File: config.mk
export PLATFORM = sky130hd
export DESIGN_NAME = idx_downsampler
export DESIGN_NICKNAME = d
export VERILOG_FILES = /design/src/rtl/idx_downsampler.sv
export SDC_FILE = /design/constraint.sdc
export NUM_CORES = 1
export LEC_CHECK = 0
export BUFFER_PORTS_ARGS = -buffer_cell sky130_fd_sc_hd__clkbuf_2
export CORE_AREA = 2 2 39 41
export CTS_CLUSTER_SIZE = 12
export DETAILED_ROUTE_END_ITERATION = 12
export DIE_AREA = 0 0 41 43
export SLEW_MARGIN = 25
export SYNTH_ARGS = -nofsm -noshare
export SYNTH_HDL_FRONTEND = slang
export SYNTH_SLANG_ARGS = --single-unit
File: constraint.sdc
create_clock -name clk -period 4.5 [get_ports clk]
set_input_delay 0.45 -clock clk [delete_from_list [all_inputs] [get_ports clk]]
set_output_delay 0.45 -clock clk [all_outputs]
set_load 0.02 [all_outputs]
File: src/rtl/idx_downsampler.sv
module idx_downsampler #(
  parameter int DATA_W      = 8,
  parameter int FRAME_LEN   = 6,
  parameter int KEEP_IDX    = 3,
  parameter int SLOT_CYCLES = 2
) (
  input  logic              clk,
  input  logic              rst,
  input  logic              ce,
  input  logic              up_valid,
  output logic              up_ready,
  input  logic [DATA_W-1:0] up_data,
  output logic              dn_valid,
  input  logic              dn_ready,
  output logic [DATA_W-1:0] dn_data
);
  localparam int POS_W = $clog2(FRAME_LEN + 1);
  localparam int SUB_W = $clog2(SLOT_CYCLES + 1);
  localparam logic [POS_W-1:0] POS_LAST = POS_W'(FRAME_LEN - 1);
  localparam logic [POS_W-1:0] POS_KEEP = POS_W'(KEEP_IDX);
  localparam logic [SUB_W-1:0] SUB_LAST = SUB_W'(SLOT_CYCLES - 1);

  logic [POS_W-1:0] pos_q;
  logic [SUB_W-1:0] sub_q;
  logic             in_slot, stall, step;

  assign in_slot  = (pos_q == POS_KEEP);
  assign dn_valid = in_slot && up_valid;
  assign dn_data  = up_data;
  assign up_ready = 1'b1;
  assign stall    = dn_valid && !dn_ready;
  assign step     = up_valid && ce && !stall;

  always_ff @(posedge clk) begin
    if (rst) begin
      pos_q <= '0;
      sub_q <= '0;
    end else if (step) begin
      if (sub_q == SUB_LAST) begin
        sub_q <= '0;
        pos_q <= (pos_q == POS_LAST) ? '0 : pos_q + 1'b1;
      end else begin
        sub_q <= sub_q + 1'b1;
      end
    end
  end
endmodule

# After elaboration in Yosys (flattened, before gate mapping)
# Cells that the tools add are included.
# totals
regBits	5
inputBits	13
output_inout_bits	10
wordCells	16
# op_classes
add_sub_neg	2
n_eq_ne	3
mux	2
n_reduce_logical	7
# op_table
operator	count
$logic_and A1 B1 Y1	4
$add A3 B1 Y3 const B	1
$eq A3 B2 Y1 const B	1
$eq A3 B3 Y1 const B	1
$mux W3	1
$add A2 B1 Y2 const B	1
$eq A2 B1 Y1 const B	1
$logic_not A1 Y1	2
$mux W2	1
$reduce_and A2 Y1	1

# Depth between registers and ports, before layout
# Gate-level depths: netlist (run 1).
# logic_depth
word_depth	6
depth_mapped	5
depth_no_buf	5

# Worst setup path after synthesis (run 1)
# Ideal clock, no wire load.
# synth_timing
path_kind	register -> register
start	register pos_q[0]
end	register pos_q[0]
setup_time_ns	0.123
arrival_time_ns	1.369
required_ns	4.377
path_slack_ns	3.008
stages_incl_launch_ff	6
path_buffers	0
synth_period_minus_slack_ns	1.492
path_cell_list	dfxtp_1 -> and2_1 -> ha_1 -> nor2b_4 -> nor4b_4 -> mux2_1
# synth_via
elab_chain_cells	6
word_cells_on_any_way	9
classes_between	add/sub (1); eq/ne (2); mux (1); reduce/logical (5)
# synth_rtl
item	line_no	rtl
start: declaration	23	logic [POS_W-1:0] pos_q;
start signal: assignment	41	pos_q <= (pos_q == POS_LAST) ? '0 : pos_q + 1'b1;
$eq A3 B2 Y1	27	assign in_slot = (pos_q == POS_KEEP);
$logic_and A1 B1 Y1	28	assign dn_valid = in_slot && up_valid;
$logic_and A1 B1 Y1	31	assign stall = dn_valid && !dn_ready;
$logic_not A1 Y1	32	assign step = up_valid && ce && !stall;
$logic_and A1 B1 Y1	32	
$reduce_and A2 Y1 (no source line)	-	
# Parallel ways exist; a longest one is shown, timed or not.
# A chain may end at the register's enable or synchronous reset.

# Worst setup path in the final report (run 1)
# layout_timing
start	register pos_q[1]
end	output port dn_valid
# layout_via
elab_chain_cells	2
# layout_rtl
item	line_no	rtl
$eq A3 B2 Y1	27	
$logic_and A1 B1 Y1	28	
end: declaration	13	output logic dn_valid,
# Every way passes these cells.

==> results_dict.tcl, run 1 <==
set metrics [dict create \
    status "finished clean" \
    hold_path_class "in2reg" \
    cts.sink_count 5 \
    synth-edff-count 0 \
    yosysSeqAreaShare_pct 28.07 \
    sw_frac_of_total_pct 20.70 \
    via_count 233 \
    synth-seq-cells 5 \
    power_w 0.0001038 \
    drt_iter0_drc 2 \
    ys_types 21 \
    wl_per_cell_um 8.357 \
    hpwlAfterDp_um 393.7 \
    power_frac_seq_pct 44.6 \
    worst-path-max-fanout 3 \
    die_y_um 43 \
    gr-usage-all-layers_pct 6.949 \
    tritoncts "built" \
    drive_gt1_share_pct 27.50 \
    yosysTopAreaCellShare_pct 28.07 \
    yosysTopAreaCell "dfxtp_1" \
    startpoint_type "flop" \
    maxSlewViolCount 0 \
    syn-num-nets 54 \
    power_density_nw_per_um2 288.0 \
    maxCapViolCount 0 \
    p_int_w 0.00008230 \
    fin_util_pct 26.04 \
    post-route-period-util_pct 35.89 \
    drt-pass1-iter-count 2 \
    endpoint_kind "output port" \
    final_nets 55 \
    synth_top_cells_by_area "dfxtp_1, buf_4, nor4b_4, nor2b_4, and2_1" \
    placementRows 14 \
    cp.required_ns 4.05 \
    die_w_um 41 \
    insertedDiodeCount 0 \
    leakagePower_nw 0.1358 \
    cts_resized 0 \
    initial_core_util_pct 25.77 \
    syn_inst 40 \
    ctsHoldBuffers 0 \
    avgViaCountPerCell 4.161 \
    postCtsSetupBuffers 0 \
    dieArea_um2 1763 \
    p_sw_w 0.00002149 \
    rsz0062_at_grt "no" \
    cts_buffer_depth 2 \
    grt_max_degree 9 \
    grt_overflow 0 \
    max_freq_mhz 619.2 \
    drcViolationCount 0 \
    worstPathArrival_ns 1.16 \
    coreArea_um2 1384 \
    cts_max_level 1 \
    worstSetupPathType "reg2out" \
    place.port_buffers 5 \
    antenna_found_initial 0 \
    async_flop_share_pct 0 \
    synth_most_common_cell "buf_4" \
    cts_root_buf "clkbuf_4" \
    numCtsBuffers 3 \
    pwr-share-clk_pct 48.3 \
    synth_common_cells "buf_4, dfxtp_1, nor2_1" \
    syn_area_um2 356.6 \
    setup_tns_ns 0 \
    hold_viol 0 \
    vdd_drop_max_uv 91.38 \
    ant_nets 0 \
    synthFlopType "dfxtp_1" \
    area_growth_pct 1.053 \
    synth_area_per_cell_um2 8.915 \
    grt_pass1_vias 205 \
    fin_crit_ns 1.615 \
    ys_warn_count 0 \
    place.gp.congestion 0.6340 \
    setup_viol 0 \
    grt_pass1_wl_um 765 \
    skew_ns 0.001312 \
    clk-insertion-delay-late_ns 0.24 \
    wirelength_um 468 \
    pin_count 23 \
    power_frac_comb_pct 7.1 \
    path_clk_slew_ns 0.04 \
]
cells in the final DEF (no fill, tap or decap):
cell      instances
inv_1             2
nor2_1            3
nand2_1           1
clkbuf_4          3
a21oi_1           2
conb_1            1
nor3_1            2
ha_1              1
mux2i_1           1
dfxtp_1           5
o21ai_0           1
clkbuf_1          1
or3_1             1
clkbuf_2          5
nor4b_4           1
mux2_2            1
and2_1            2
nand3b_1          1
nor2b_1           1
mux2_1            1
nand2b_1          2
a311o_1           1
nor2b_4           1
power by group through the flow:
stage,Clock [W],Sequential (W),Combinational [W]
after global routing,0.0000568,0.0000464,0.00000849
after floorplan,0,0.0000468,0.0000155
after global placement,0,0.0000471,0.00000744
after CTS,0.0000529,0.0000463,0.00000746
final,0.0000501,0.0000463,0.00000742
after detailed placement,0,0.0000471,0.00000744
worst max-delay path, cell delays in order, from the launching register on:
cell and delay (ns):
dfxtp_1 0.31, and2_1 0.15, ha_1 0.18, and2_1 0.13, clkbuf_2 0.15
per-layer routing:
| layer | vias to the layer above | track usage (%) | wire length (µm) |
|---|---|---|---|
| li1 | 126 | - | - |
| met1 | 100 | 6.818 | 194 |
| met2 | 7 | 9.375 | 221 |
| met3 | 0 | 4.712 | 51 |
| met4 | 0 | 6.000 | 0 |
| met5 | - | 0 | 0 |
layout make-up:
cell class | count | area, µm²
multi-input combinational | 24 | 181.4
inverter | 2 | 7.507
clock buffer | 4 | 26.28
tap | 16 | 20.02
sequential | 5 | 100.1
fill | 152 | 1023
timing repair buffer | 5 | 25.02
through the flow:
stage / setup WS [ns] / cells / hold WS, ns / instance area [µm²]
5_1_grt: 2.796 / 56 / 0.4955 / 360.3
4_1_cts: 2.864 / 56 / 0.4655 / 360.3
6_report: 2.885 / 56 / 0.4756 / 360.3
3_5_place_dp: 2.931 / 52 / 0.4937 / 334.1
2_1_floorplan: 3.008 / 40 / 0.4515 / 356.6
3_3_place_gp: 2.937 / 52 / 0.4857 / 334.1
state kept, by name (all words and copies together) (netlist names):
register	flops
pos_q	3
sub_q	2
final timing paths:
path                                 end  depth (start not counted)  slack [ns]      from
worst max-delay path            dn_valid                          4        2.89  pos_q[1]
worst min-delay path            sub_q[0]                          2        0.48       rst
worst max register to register  pos_q[0]                          5        2.94  pos_q[1]
worst min register to register  sub_q[1]                          2        0.49  sub_q[1]
logic make-up (layout without fill, tap and decap cells):
logic type | after synthesis | count (layout) | synth area share, %
simple gates | 15 | 15 | 30.17
buf+inv | 11 | 11 | 21.05
flops | 5 | 5 | 28.07
compound gates | 4 | 4 | 7.016
mux | 3 | 3 | 9.122
fa+ha+maj | 1 | 1 | 3.508
other cells | 1 | 1 | 1.052
Power figures use the tool's default switching activity.
==> inputs of run 2 (changes only) <==
clock period = 1.5 ns   (was 4.5 ns; I/O delays follow)
==> results_dict.tcl, run 2 (synthesis results as in run 1) <==
set metrics [dict create \
    worstPathArrival_ns 1.59 \
    setup_viol 0 \
    maxCapViolCount 0 \
    grt_pass1_wl_um 862 \
    largest_register "pos_q" \
    pin_count 23 \
    die_y_um 43 \
    r2r_slack_ns 0.03 \
    place.port_buffers 5 \
    drt_iter0_drc 5 \
    insertedDiodeCount 0 \
    ant_nets 0 \
    post-route-period-util_pct 97.90 \
    place.gp.congestion 0.6495 \
    timing.critical_path.buf_inv 0 \
    cts.sink_count 5 \
    via_count 261 \
    initial_core_util_pct 25.77 \
    worst_slack_ns 0.03153 \
    endpoint_kind "flop" \
    placementRows 14 \
    status "finished clean" \
    worst-path-max-fanout 3 \
    cp.required_ns 1.63 \
    holdWs_ns 0.1732 \
    power_w 0.0003196 \
    path_clk_slew_ns 0.04 \
    final_nets 60 \
    grt.met1_usage_pct 7.767 \
    most-common-layout-cells "clkbuf_2, buf_4, dfxtp_1" \
    worstPathCellList "and2_4 -> ha_4 -> nor2b_4 -> nor4b_4 -> mux2_4" \
    cts_buffer_depth 2 \
    reg2reg_to "pos_q[0]" \
    cts_max_level 1 \
    crit_start "pos_q[1]" \
    worstSetupPathType "reg2reg" \
    die_w_um 41 \
    drt-pass1-iter-count 4 \
    critPathSlowestCell "mux2_4" \
    grt.met2_usage_pct 11.25 \
    skew_ns 0.004095 \
    reg2reg_from "pos_q[1]" \
    max_freq_mhz 681.0 \
    coreArea_um2 1384 \
    drive_gt1_share_pct 44.44 \
    hold_start "rst" \
    leakagePower_nw 0.1658 \
    wl_per_cell_um 9.246 \
    antenna_found_initial 0 \
    power_density_nw_per_um2 764.7 \
    grt_max_degree 9 \
    maxSlewViolCount 0 \
    rsz0062_at_grt "yes" \
    worstHoldPathCells 2 \
    grt_overflow 0 \
    ctsHoldBuffers 0 \
    numCtsBuffers 3 \
    tritoncts "built" \
    startpoint_type "flop" \
    post-place-ws_ns -0.01029 \
    holdPathEnd "sub_q[0]" \
    avgViaCountPerCell 4.279 \
    hold_viol 0 \
    fin_area_um2 417.9 \
    finalNonFillerCells 61 \
    clk-insertion-delay-late_ns 0.24 \
    grt_pass1_vias 243 \
    reg_top3 "pos_q x3, sub_q x2" \
    dieArea_um2 1763 \
    cpLargestDelayFamily "simple AND/OR/NAND/NOR gates" \
    met3_usage_pct 3.141 \
    wirelength_um 564 \
    rr_worst_depth 5 \
    fin_crit_ns 1.468 \
    gr-max-usage-layer "met2" \
    placed_area_um2 371.6 \
    cts_root_buf "clkbuf_4" \
    vdd_drop_max_uv 251.1 \
    drcViolationCount 0 \
    dp.cells 57 \
    gr-usage-all-layers_pct 7.847 \
    largest_reg_flops 3 \
    hold_path_class "in2reg" \
    area_growth_pct 17.19 \
    max_stage_delay_ns 0.32 \
]
run 2: metal layers:
layer,vias up,wire length (µm)
li1,134,-
met3,2,49
met2,9,262
met4,0,19
met5,-,0
met1,116,233
run 2: how the worst max path moves through the flow:
stage,endpoint,slack (ns),depth (start not counted)
2_1_floorplan,pos_q[0],0.008,5
3_3_place_gp,pos_q[0],0.002,5
3_5_place_dp,pos_q[0],-0.01,5
4_1_cts,pos_q[0],-0.005,5
5_1_grt,pos_q[0],-0.02,5
6_report,pos_q[0],0.03,5
run 2: cell type report:
cell class | instances | area [µm²]
Timing Repair Buffer | 10 | 62.56
Tap cell | 16 | 20.02
Multi-Input combinational cell | 24 | 200.2
Clock buffer | 4 | 26.28
Inverter | 2 | 7.507
Fill cell | 152 | 965.9
Sequential cell | 5 | 101.3
run 2: report_power, final:
part            total, W  switching (W)  internal, W
combinational  0.0000260      0.0000131    0.0000130
sequential      0.000139     0.00000238     0.000136
clock           0.000155      0.0000545     0.000101
run 2: stage by stage:
stage | setup TNS [ns] | util (%)
floorplan | 0 | -
global placement | 0 | 26.85
detailed placement | -0.01029 | 26.85
CTS | -0.005118 | 29.93
global route | -0.02178 | 30.20
finish | 0 | 30.20
run 2: what timing repair did:
| action | CTS | global route |
|---|---|---|
| gates resized for setup | 4 | 1 |
| endpoints found under the hold margin | 0 | 0 |
| pin swaps | 1 | 1 |
| setup buffers | 0 | 0 |
| setup endpoints to repair | 1 | 1 |
==> inputs of run 3 (changes only) <==
ABC_AREA = 1   (was not set)
==> results_dict.tcl, run 3 <==
set metrics [dict create \
    status "finished clean" \
    clk-insertion-delay-late_ns 0.24 \
    grt_max_degree 5 \
    r2r_slack_ns 0.31 \
    postCtsSetupBuffers 0 \
    die_w_um 41 \
    setup_viol 0 \
    leakagePower_nw 0.2056 \
    path_clk_slew_ns 0.04 \
    setup_tns_ns 0 \
    synth-compound-area-share_pct 4.167 \
    hpwlAfterDp_um 409.2 \
    place.port_buffers 5 \
    multi_input_area_um2 140.1 \
    power_density_nw_per_um2 912.4 \
    cts.sink_count 5 \
    yosysSeqAreaShare_pct 27.78 \
    critPathSlowestCell "dfxtp_1" \
    grt_overflow 0 \
    post-route-period-util_pct 86.34 \
    worst-path-max-fanout 4 \
    drt_iter0_drc 3 \
    largest_reg_flops 3 \
    most-common-layout-cells "nand2_1, inv_1, clkbuf_2, dfxtp_1, nor2_1" \
    maxSlewViolCount 0 \
    syn_area_um2 360.3 \
    yosysTopAreaCellShare_pct 27.78 \
    reg2reg_to "pos_q[1]" \
    cts_buffer_depth 2 \
    hold_start "rst" \
    final_nets 72 \
    drt-pass1-iter-count 4 \
    syn_inst 57 \
    area_growth_pct 1.041 \
    async_flop_share_pct 0 \
    hold_path_class "in2reg" \
    rr_worst_depth 9 \
    place.gp.congestion 0.7189 \
    gr-usage-all-layers_pct 7.839 \
    wirelength_um 496 \
    insertedDiodeCount 0 \
    grt_pass1_wl_um 848 \
    wl_per_cell_um 6.795 \
    tritoncts "built" \
    pin_count 23 \
    via_count 269 \
    synth-seq-cells 5 \
    worstSetupPathType "reg2out" \
    drive_gt1_share_pct 22.81 \
    synth-edff-count 0 \
    ys_types 14 \
    reg_top3 "pos_q x3, sub_q x2" \
    synthFlopType "dfxtp_1" \
    die_y_um 43 \
    ant_nets 0 \
    skew_ns 0.001082 \
    cts_max_level 1 \
    cts_resized 0 \
    endpoint_kind "output port" \
    synth_top_family_by_area "buffers and inverters" \
    synth_common_cells "nand2_1, inv_1, buf_4, dfxtp_1, nor2_1" \
    startpoint_type "flop" \
    yosysTopAreaCell "dfxtp_1" \
    worstPathArrival_ns 1.15 \
    maxCapViolCount 0 \
    synth_fa_ha_area_share_pct 3.472 \
    vdd_drop_max_uv 318.2 \
    drcViolationCount 0 \
    cp.required_ns 1.35 \
    synth_top_cells_by_area "dfxtp_1, buf_4, nand2_1, inv_1, nor2_1" \
    cpLargestDelayFamily "flip-flops" \
    syn-num-nets 71 \
    worstPathCellList "nand2_1 -> inv_1 -> ha_1 -> nand2_1 -> inv_1 -> clkbuf_2" \
    fin_util_pct 26.31 \
    ys_warn_count 0 \
    synth_simple_gate_area_share_pct 30.21 \
    max_freq_mhz 772.1 \
    synth_area_per_cell_um2 6.322 \
    placementRows 14 \
    reg2reg_from "pos_q[0]" \
    synth_xor_xnor_area_share_pct 0 \
    initial_core_util_pct 26.04 \
    largest_register "pos_q" \
    numCtsBuffers 3 \
    holdPathEnd "pos_q[0]" \
    hold_viol 0 \
    antenna_found_initial 0 \
    final_common_cell "nand2_1" \
    post-place-ws_ns 0.2973 \
    worstHoldPathCells 4 \
    avgViaCountPerCell 3.685 \
    n_fill_cell 159 \
    worst_slack_ns 0.2048 \
    rsz0062_at_grt "no" \
    dieArea_um2 1763 \
    muxShareOfSynthArea_pct 0 \
    ctsHoldBuffers 0 \
    register_area_um2 100.1 \
    fin_crit_ns 1.295 \
    cts_root_buf "clkbuf_4" \
    timing.critical_path.buf_inv 3 \
    synth_most_common_cell "nand2_1" \
    max_stage_delay_ns 0.37 \
    grt_pass1_vias 231 \
    coreArea_um2 1384 \
]
-- run 3: cells by family after synthesis --
family / after synthesis
other cells: 1
fa+ha+maj: 1
simple gates: 24
compound gates: 3
flops: 5
buf+inv: 23
-- run 3: worst reg2reg max path, cell delays in order (launching register included) --
cell and delay, ns:
dfxtp_1 0.33, nand2_1 0.09, inv_1 0.05, ha_1 0.18, nand2_1 0.11, nand2_1 0.10
nor2_2 0.10, nand2_1 0.06, nand2_1 0.05, nor2_1 0.03
-- run 3: how the worst max path moves through the flow --
stage	start	endpoint	slack, ns	depth (start not counted)
2_1_floorplan	pos_q[0]	pos_q[0]	0.40	9
3_3_place_gp	pos_q[0]	pos_q[0]	0.31	9
3_5_place_dp	pos_q[0]	pos_q[1]	0.30	9
4_1_cts	pos_q[0]	dn_valid	0.18	6
5_1_grt	pos_q[0]	dn_valid	0.08	6
6_report	pos_q[0]	dn_valid	0.20	6
-- run 3: cell type report --
| type | count | area share (%) |
|---|---|---|
| multi-input cells | 29 | 38.49 |
| flip-flops and latches | 5 | 27.49 |
| inverters | 14 | 14.43 |
| clock buffers | 4 | 7.216 |
| repair buffers | 5 | 6.873 |
| well taps | 16 | 5.498 |
-- run 3: through the flow --
stage / instance area, µm² / std cells / hold WS [ns] / total power (W)
6_report: 364.1 / 73 / 0.1865 / 0.0003322
5_1_grt: 364.1 / 73 / 0.2056 / 0.0003580
4_1_cts: 364.1 / 73 / 0.1856 / 0.0003408
3_5_place_dp: 337.8 / 69 / 0.3001 / 0.0001790
3_3_place_gp: 337.8 / 69 / 0.3001 / 0.0001782
2_1_floorplan: 360.3 / 57 / 0.3277 / 0.0002027
-- run 3: layer usage --
metal  global-route usage (%)  part of all wire (%)  vias to the layer above
li1                         -                     -                      153
met1                    8.710                    46                      103
met2                    9.063                    39                        9
met3                    3.141                    11                        4
met4                    10.67                   4.2                        0
met5                        0                     0                        -
-- run 3: power by group --
group	internal (W)	switching, W
clock network	0.000101	0.0000555
registers	0.000138	0.00000278
logic	0.0000134	0.0000217
